`config.mk`:
```
export PLATFORM = sky130hd
export DESIGN_NAME = pci_dma_xlate
export DESIGN_NICKNAME = d
export VERILOG_FILES = /design/src/rtl/dxl_pkg.sv /design/src/rtl/dxl_win_sel.sv /design/src/rtl/dxl_tlb.sv /design/src/rtl/pci_dma_xlate.sv
export SDC_FILE = /design/constraint.sdc
export NUM_CORES = 1
export LEC_CHECK = 0
export BUFFER_PORTS_ARGS = -buffer_cell sky130_fd_sc_hd__buf_2
export CORE_MARGIN = 2
export CORE_UTILIZATION = 65
export CTS_BUF_LIST = sky130_fd_sc_hd__clkbuf_4 sky130_fd_sc_hd__clkbuf_8
export DETAILED_ROUTE_END_ITERATION = 10
export HOLD_SLACK_MARGIN = 0.08
export PLACE_DENSITY_LB_ADDON = 0.15
export RECOVER_POWER = 50
export SYNTH_ARGS = -nofsm -noshare
export SYNTH_HDL_FRONTEND = slang
export SYNTH_HIERARCHICAL = 1
export SYNTH_SLANG_ARGS = --single-unit
```
`constraint.sdc`:
```
create_clock -name clk -period 15.25 [get_ports clk]
set_input_delay 1.525 -clock clk [delete_from_list [all_inputs] [get_ports clk]]
set_output_delay 1.525 -clock clk [all_outputs]
set_load 0.005 [all_outputs]
```
`src/rtl/dxl_pkg.sv`:
```
package dxl_pkg;
  localparam int SA_W    = 35;             // system address width
  localparam int WA_W    = 32;             // window address space width
  localparam int PG_W    = 13;             // 8 KB page offset
  localparam int PFN_W   = SA_W - PG_W;    // page frame width
  localparam int PTE_W   = 64;
  localparam int GRP_N   = 4;              // entries per cache line
  localparam int GRP_LW  = $clog2(GRP_N);
  localparam int GA_LO   = 3 + GRP_LW;     // group byte-offset bits
  localparam int GA_W    = SA_W - GA_LO;   // group tag width
  localparam int TBA_LO  = 10;
  localparam int TBA_W   = SA_W - TBA_LO;
  localparam int WG_LO   = 20;             // 1 MB window granule
  localparam int WG_W    = WA_W - WG_LO;
  localparam logic [23:0] HIWIN_TAG = 24'h000001;

  typedef struct packed {
    logic             v;
    logic [PFN_W-1:0] pfn;
  } pte_t;

  typedef logic [GRP_N-1:0][PFN_W:0] grp_flat_t;

  function automatic logic [WA_W-1:0] off_mask(input logic [WG_W-1:0] m);
    return {m, {WG_LO{1'b1}}};
  endfunction

  function automatic logic win_match(input logic [WA_W-1:0] a,
                                     input logic [WG_W-1:0] base,
                                     input logic [WG_W-1:0] m);
    return (((a[WA_W-1:WG_LO] ^ base) & ~m) == '0);
  endfunction

  function automatic logic [SA_W-1:0] direct_xlate(input logic [WA_W-1:0] a,
                                                   input logic [WG_W-1:0] m,
                                                   input logic [TBA_W-1:0] tba);
    return {tba, {TBA_LO{1'b0}}} | {{(SA_W-WA_W){1'b0}}, a & off_mask(m)};
  endfunction

  function automatic logic [SA_W-1:0] pte_addr(input logic [WA_W-1:0] a,
                                               input logic [WG_W-1:0] m,
                                               input logic [TBA_W-1:0] tba);
    logic [SA_W-1:0] idx;
    idx = SA_W'((a & off_mask(m)) >> PG_W);
    return {tba, {TBA_LO{1'b0}}} + (idx << 3);
  endfunction

  function automatic pte_t pte_decode(input logic [PTE_W-1:0] w);
    pte_t p;
    p.v   = w[0];
    p.pfn = w[PFN_W:1];
    return p;
  endfunction

  function automatic logic [SA_W-1:0] sg_xlate(input pte_t p,
                                               input logic [PG_W-1:0] off);
    return {p.pfn, off};
  endfunction
endpackage

```
`src/rtl/dxl_win_sel.sv`:
```
module dxl_win_sel
  import dxl_pkg::*;
#(
  parameter int NWIN = 4,
  localparam int IW = (NWIN > 1) ? $clog2(NWIN) : 1
) (
  input  logic [WA_W-1:0]            addr,
  input  logic                       chk,
  input  logic [NWIN-1:0]            en,
  input  logic [NWIN-1:0][WG_W-1:0]  base,
  input  logic [NWIN-1:0][WG_W-1:0]  mask,
  output logic [NWIN-1:0]            sel,
  output logic                       any,
  output logic [IW-1:0]              idx
);
  logic [NWIN-1:0] raw;

  for (genvar i = 0; i < NWIN; i++) begin : g_win
    assign raw[i] = chk && en[i] && win_match(addr, base[i], mask[i]);
  end

  always_comb begin
    sel = '0;
    idx = '0;
    for (int i = NWIN - 1; i >= 0; i--) begin
      if (raw[i]) begin
        sel    = '0;
        sel[i] = 1'b1;
        idx    = IW'(i);
      end
    end
  end

  assign any = |raw;

  // at most one winner, and only from windows that actually hit
  always_comb begin
    a_r6_sel_onehot: assert ($onehot0(sel));
    a_r6_sel_in_raw: assert ((sel & ~raw) == '0);
  end
endmodule

```
`src/rtl/dxl_tlb.sv`:
```
module dxl_tlb
  import dxl_pkg::*;
#(
  parameter int DEPTH = 4,
  localparam int PW = (DEPTH > 1) ? $clog2(DEPTH) : 1
) (
  input  logic                  clk,
  input  logic                  rst_n,
  input  logic [GA_W-1:0]       lk_tag,
  output logic                  lk_hit,
  output pte_t [GRP_N-1:0]      lk_grp,
  input  logic                  fill_en,
  input  logic [GA_W-1:0]       fill_tag,
  input  pte_t [GRP_N-1:0]      fill_grp,
  input  logic                  flush
);
  logic [DEPTH-1:0]           vld;
  logic [DEPTH-1:0][GA_W-1:0] tag;
  pte_t [DEPTH-1:0][GRP_N-1:0] dat;
  logic [DEPTH-1:0]           match;
  logic [PW-1:0]              ptr;

  for (genvar i = 0; i < DEPTH; i++) begin : g_cmp
    assign match[i] = vld[i] && (tag[i] == lk_tag);
  end

  always_comb begin
    lk_grp = '0;
    for (int i = 0; i < DEPTH; i++)
      if (match[i]) lk_grp = lk_grp | dat[i];
  end
  assign lk_hit = |match;

  always_ff @(posedge clk) begin
    if (!rst_n) begin
      vld <= '0;
      ptr <= '0;
    end else if (flush) begin
      vld <= '0;
      ptr <= '0;
    end else if (fill_en) begin
      vld[ptr] <= 1'b1;
      ptr      <= (ptr == PW'(DEPTH - 1)) ? '0 : ptr + 1'b1;
    end
  end

  always_ff @(posedge clk) begin
    if (fill_en && !flush) begin
      tag[ptr] <= fill_tag;
      dat[ptr] <= fill_grp;
    end
  end

  a_r11_flush_empties: assert property (@(posedge clk) disable iff (!rst_n)
    flush |=> (vld == '0));
  a_r12_single_match: assert property (@(posedge clk) disable iff (!rst_n)
    $onehot0(match));
  a_r12_fill_advances: assert property (@(posedge clk) disable iff (!rst_n)
    (fill_en && !flush) |=> vld[$past(ptr)]);
endmodule

```
`src/rtl/pci_dma_xlate.sv`:
```
module pci_dma_xlate
  import dxl_pkg::*;
#(
  parameter int NWIN      = 4,   // at most 4: two register-address bits
  parameter int TLB_DEPTH = 4
) (
  input  logic              clk,
  input  logic              rst_n,
  input  logic              req_valid,
  output logic              req_ready,
  input  logic [63:0]       req_addr,
  input  logic              req_dac,
  output logic              rsp_valid,
  output logic              rsp_hit,
  output logic              rsp_noclaim,
  output logic              rsp_err,
  output logic [34:0]       rsp_addr,
  output logic              mem_rd_req,
  output logic [34:0]       mem_rd_addr,
  input  logic              mem_rd_rsp_valid,
  input  logic [255:0]      mem_rd_data,
  input  logic              reg_wr,
  input  logic [3:0]        reg_addr,
  input  logic [34:0]       reg_wdata
);
  localparam int IW = (NWIN > 1) ? $clog2(NWIN) : 1;
  localparam logic [1:0] K_BASE = 2'd0, K_MASK = 2'd1, K_TBA = 2'd2, K_MISC = 2'd3;

  typedef enum logic {ST_IDLE, ST_FETCH} st_t;

  // ---------------- configuration registers ----------------
  logic [NWIN-1:0]             w_en, w_sg;
  logic [NWIN-1:0][WG_W-1:0]   w_base, w_mask;
  logic [NWIN-1:0][TBA_W-1:0]  w_tba;
  logic                        hiwin_en;
  logic                        tlb_inv;
  logic                        unused_wdata;

  assign unused_wdata = ^reg_wdata[9:2];

  for (genvar i = 0; i < NWIN; i++) begin : g_wreg
    always_ff @(posedge clk) begin
      if (!rst_n) begin
        w_en[i] <= 1'b0; w_sg[i] <= 1'b0;
        w_base[i] <= '0; w_mask[i] <= '0; w_tba[i] <= '0;
      end else if (reg_wr && reg_addr[1:0] == 2'(i)) begin
        case (reg_addr[3:2])
          K_BASE: begin
            w_en[i]   <= reg_wdata[0];
            w_sg[i]   <= reg_wdata[1];
            w_base[i] <= reg_wdata[WA_W-1:WG_LO];
          end
          K_MASK: w_mask[i] <= reg_wdata[WA_W-1:WG_LO];
          K_TBA:  w_tba[i]  <= reg_wdata[SA_W-1:TBA_LO];
          default: ;
        endcase
      end
    end
  end

  always_ff @(posedge clk) begin
    if (!rst_n) hiwin_en <= 1'b0;
    else if (reg_wr && reg_addr == {K_MISC, 2'd0}) hiwin_en <= reg_wdata[0];
  end
  assign tlb_inv = reg_wr && (reg_addr == {K_MISC, 2'd1});

  // ---------------- decode ----------------
  st_t              st;
  logic             drop;
  logic [PG_W-1:0]  pend_off;
  logic [GRP_LW-1:0] pend_lane;

  logic             hiwin_hit, sac_ok, win_any;
  logic [NWIN-1:0]  win_sel;
  logic [IW-1:0]    win_idx;
  logic [SA_W-1:0]  dir_addr, pa;
  logic [GA_W-1:0]  grp_tag;
  logic [GRP_LW-1:0] lane;
  logic             lk_hit;
  pte_t [GRP_N-1:0] lk_grp, fill_grp;
  pte_t             lk_pte, fill_pte;

  assign req_ready = (st == ST_IDLE);
  assign hiwin_hit = req_dac && hiwin_en && (req_addr[63:40] == HIWIN_TAG);
  assign sac_ok    = !req_dac && (req_addr[63:32] == '0);

  dxl_win_sel #(.NWIN(NWIN)) u_sel (
    .addr (req_addr[WA_W-1:0]),
    .chk  (sac_ok),
    .en   (w_en),
    .base (w_base),
    .mask (w_mask),
    .sel  (win_sel),
    .any  (win_any),
    .idx  (win_idx)
  );

  assign dir_addr = direct_xlate(req_addr[WA_W-1:0], w_mask[win_idx], w_tba[win_idx]);
  assign pa       = pte_addr(req_addr[WA_W-1:0], w_mask[win_idx], w_tba[win_idx]);
  assign grp_tag  = pa[SA_W-1:GA_LO];
  assign lane     = pa[GA_LO-1:3];
  assign lk_pte   = lk_grp[lane];

  for (genvar j = 0; j < GRP_N; j++) begin : g_lane
    assign fill_grp[j] = pte_decode(mem_rd_data[j*PTE_W +: PTE_W]);
  end
  assign fill_pte = fill_grp[pend_lane];

  // named events, used by the datapath and by the assertions
  logic ev_accept, ev_hiwin, ev_noclaim, ev_direct, ev_tlb_hit, ev_miss;
  logic ev_fill_rsp, ev_fill;
  assign ev_accept   = req_valid && req_ready;
  assign ev_hiwin    = ev_accept && hiwin_hit;
  assign ev_noclaim  = ev_accept && !hiwin_hit && !win_any;
  assign ev_direct   = ev_accept && !hiwin_hit && win_any && !w_sg[win_idx];
  assign ev_tlb_hit  = ev_accept && !hiwin_hit && win_any && w_sg[win_idx] && lk_hit;
  assign ev_miss     = ev_accept && !hiwin_hit && win_any && w_sg[win_idx] && !lk_hit;
  assign ev_fill_rsp = (st == ST_FETCH) && mem_rd_rsp_valid;
  assign ev_fill     = ev_fill_rsp && !drop && !tlb_inv;

  dxl_tlb #(.DEPTH(TLB_DEPTH)) u_tlb (
    .clk      (clk),
    .rst_n    (rst_n),
    .lk_tag   (grp_tag),
    .lk_hit   (lk_hit),
    .lk_grp   (lk_grp),
    .fill_en  (ev_fill),
    .fill_tag (mem_rd_addr[SA_W-1:GA_LO]),
    .fill_grp (fill_grp),
    .flush    (tlb_inv)
  );

  // ---------------- response and fetch control ----------------
  always_ff @(posedge clk) begin
    if (!rst_n) begin
      st          <= ST_IDLE;
      drop        <= 1'b0;
      pend_off    <= '0;
      pend_lane   <= '0;
      mem_rd_req  <= 1'b0;
      mem_rd_addr <= '0;
      rsp_valid   <= 1'b0;
      rsp_hit     <= 1'b0;
      rsp_noclaim <= 1'b0;
      rsp_err     <= 1'b0;
      rsp_addr    <= '0;
    end else begin
      rsp_valid   <= 1'b0;
      rsp_hit     <= 1'b0;
      rsp_noclaim <= 1'b0;
      rsp_err     <= 1'b0;
      rsp_addr    <= '0;
      if (ev_fill_rsp) begin
        rsp_valid <= 1'b1;
        rsp_hit   <= fill_pte.v;
        rsp_err   <= !fill_pte.v;
        rsp_addr  <= fill_pte.v ? sg_xlate(fill_pte, pend_off) : '0;
      end else if (ev_hiwin) begin
        rsp_valid <= 1'b1;
        rsp_hit   <= 1'b1;
        rsp_addr  <= req_addr[SA_W-1:0];
      end else if (ev_noclaim) begin
        rsp_valid   <= 1'b1;
        rsp_noclaim <= 1'b1;
      end else if (ev_direct) begin
        rsp_valid <= 1'b1;
        rsp_hit   <= 1'b1;
        rsp_addr  <= dir_addr;
      end else if (ev_tlb_hit) begin
        rsp_valid <= 1'b1;
        rsp_hit   <= lk_pte.v;
        rsp_err   <= !lk_pte.v;
        rsp_addr  <= lk_pte.v ? sg_xlate(lk_pte, req_addr[PG_W-1:0]) : '0;
      end

      if (ev_miss) begin
        st          <= ST_FETCH;
        drop        <= 1'b0;
        mem_rd_req  <= 1'b1;
        mem_rd_addr <= {grp_tag, {GA_LO{1'b0}}};
        pend_off    <= req_addr[PG_W-1:0];
        pend_lane   <= lane;
      end else if (st == ST_FETCH) begin
        if (tlb_inv) drop <= 1'b1;
        if (mem_rd_rsp_valid) begin
          st         <= ST_IDLE;
          mem_rd_req <= 1'b0;
        end
      end
    end
  end

  // ---------------- assertions ----------------
  a_r13_stall_during_fetch: assert property (@(posedge clk) disable iff (!rst_n)
    mem_rd_req |-> !req_ready);
  a_r8_read_held: assert property (@(posedge clk) disable iff (!rst_n)
    (mem_rd_req && !mem_rd_rsp_valid) |=> (mem_rd_req && $stable(mem_rd_addr)));
  a_r8_group_aligned: assert property (@(posedge clk) disable iff (!rst_n)
    mem_rd_req |-> (mem_rd_addr[GA_LO-1:0] == '0));
  a_r1_hiwin_pass: assert property (@(posedge clk) disable iff (!rst_n)
    ev_hiwin |=> (rsp_valid && rsp_hit && rsp_addr == $past(req_addr[SA_W-1:0])));
  a_r3_high_sac_refused: assert property (@(posedge clk) disable iff (!rst_n)
    (ev_accept && !req_dac && req_addr[63:32] != '0) |=> (rsp_valid && rsp_noclaim));
  a_r13_one_outcome: assert property (@(posedge clk) disable iff (!rst_n)
    rsp_valid |-> ($countones({rsp_hit, rsp_noclaim, rsp_err}) == 1));
  a_r13_quiet_idle: assert property (@(posedge clk) disable iff (!rst_n)
    !rsp_valid |-> !(rsp_hit || rsp_noclaim || rsp_err));
  a_r13_miss_answers_late: assert property (@(posedge clk) disable iff (!rst_n)
    ev_miss |=> !rsp_valid);
endmodule

```
==> run summary <==
Initial Util -> 65.7%
Die Y -> 232 um
DRT Wirelength -> 98200 um
final instance area -> 37700 sq um
Setup-failing EPs final -> 0
Die Span X -> 232 um
Pins Over Slew Limit -> 219
largest net degree at the start of global routing -> 84
worst hold-check path type -> register to register
die area -> 53700 sq um
HPWL after DPL -> 62000 um
Period minus WS final -> 11980 ps
Post-CTS Setup Inserts -> 0
DRC viols -> 0
core box area -> 51300 sq um
peak fanout along the critical path -> 63
Area Overhead vs Synth -> 12.0%
Post-Syn Area per Cell -> 11.6 sq um
Resize count post-CTS -> 0
CTS tree -> done
crit start category -> input port
CTS Buf Count -> 131
Post-CTS Hold Buffers -> 0
first-pass GRT wire length -> 146000 um
H-tree levels -> 4
port buffer count -> 263
Core Rows -> 83
CP max-delay cell -> nor4_2
Boundary Pins -> 441
Mapped Cells -> 2912
WP data arrival -> 12730 ps
pre-CTS setup slack -> 2750 ps
via/cell ratio -> 6.53
antenna violations before repair -> 12
worst slew pin tran -> 3580 ps
synth warn -> 6
Fmax -> 0.0834 GHz
maximum vdd drop -> 0.0924 mV
met3 Usage GRT -> 9.44%
Placed Area -> 35200 sq um
clock tree root driver cell -> clkbuf_8
Worst Setup End Kind -> register
wire length per cell -> 25.1 um
total negative setup slack -> 0 ps
Leak -> 12.5 nW
final period utilization -> 78.6%
Clock Path Buffers -> 3
crit path kind -> input port to register
Total GRT Usage -> 36.7%
Sink Count -> 786
met2 usage -> 56.7%
CP peak stage delay -> 1040 ps
Initial DRC Count -> 3507
routability cong. -> 0.913
layout cell share with drive strength beyond 1 -> 15.5%
maxcap violations -> 4
failing checks -> max-capacitance violations, max-slew violations
Post-Syn Area -> 33700 sq um
Final Hold Viols -> 0
pwr dens -> 114 nW/um^2
via count -> 25500
vias in the first global route -> 24500
Setup Skew -> 36.0 ps
met1 GRT Util -> 49.1%
Detail Route Antenna Nets -> 0
clk_lat worst skew -> 820 ps
drt first pass iters -> 6
status -> finished, violations left
nets -> 3499
Final WS setup -> 3270 ps
clk slew on worst S/H paths -> 60 ps
Crit path required time -> 15990 ps
total gr overflow -> 0
unrepaired setup endpoints after global routing -> no
slew margin rel. -> -139%
GRT Max-Usage Layer -> met2
-- sequential cells by signal, indices dropped and copies added (netlist names), 2 cells and up --
signal	cells
u_tlb/dat	368
u_tlb/tag	120
w_tba	100
w_base	48
w_mask	48
rsp_addr	35
mem_rd_addr	30
pend_off	13
u_tlb/vld	4
w_en	4
w_sg	4
pend_lane	2
u_tlb/ptr	2
-- power by group --
part	internal [mW]	total (mW)	switching, mW
clock network	1.05	1.89	0.839
logic	0.0493	0.168	0.119
registers	2.26	2.26	0.00474
-- placed cells by master (no fill, tap or decap), drive strengths merged, types with 7 or more instances in the layout --
cell type and count:
nand2b 8, inv 17, dfxtp 298, nand3 400, or3 13, nor4 24, mux2i 53, buf 179
o221ai 10, nand2 456, nor3b 7, nor2 92, nor3 17, nand4 126, diode 12, clkinvlp 8
clkbuf 321, a22o 10, clkinv 28, ha 16, a31oi 15, edfxtp 488, a21oi 224, a22oi 10
o21ai 32, xnor2 175, and2 18, o22ai 20, o211ai 16, mux4 83
-- layer usage --
layer | routed length [um] | up-vias | part of all wire (%)
met4 | 4330 | 2 | 4.4
met2 | 45600 | 1844 | 46
met3 | 11900 | 268 | 12
met1 | 36300 | 12300 | 37
li1 | - | 11100 | -
met5 | 13 | - | 0.013
-- path summary, 6_finish.rpt --
| kind | startpoint | to | slack, ps | cells past startpoint |
|---|---|---|---|---|
| worst max-delay path | req_addr[59] | rsp_addr[3]$_SDFF_PN0_ | 3270 | 29 |
| worst min-delay path | w_tba[62]$_SDFFE_PN0P_ | w_tba[62]$_SDFFE_PN0P_ | 450 | 2 |
| worst max register to register | w_base[39]$_SDFFE_PN0P_ | rsp_addr[3]$_SDFF_PN0_ | 5380 | 26 |
| worst min register to register | w_tba[62]$_SDFFE_PN0P_ | w_tba[62]$_SDFFE_PN0P_ | 450 | 2 |
-- layout make-up --
cell class	instances	area (sq um)
antenna	12	30.0
clock buffer	187	2320
clock inverter	43	320
fill	3475	13600
inverter	14	53.8
multi-input combinational	1871	12000
sequential	786	20600
tap	680	851
timing repair buffer	313	1520
-- critical path: cells and delay by family --
kind                     cells  cell delay [ps]
AND/OR/NAND/NOR             12             4610
multiplexers                 2              910
AO/OA/AOI/OAI                8             3330
XOR/XNOR                     1              180
adder cells (fa/ha/maj)      1              390
buffers and inverters        5             1660
-- per-stage QoR --
stage               utilization (%)  power [mW]  hold slack [ps]  instances
floorplan                         -        2.40              425       2916
global placement               68.7        2.47              436       3664
detailed placement             68.7        2.47              444       3664
CTS                            73.8        4.32              451       3894
global route                   73.5        4.43              472       3900
finish                         73.5        4.31              453       3906
No activity file was read; power rests on OpenSTA's default activity.
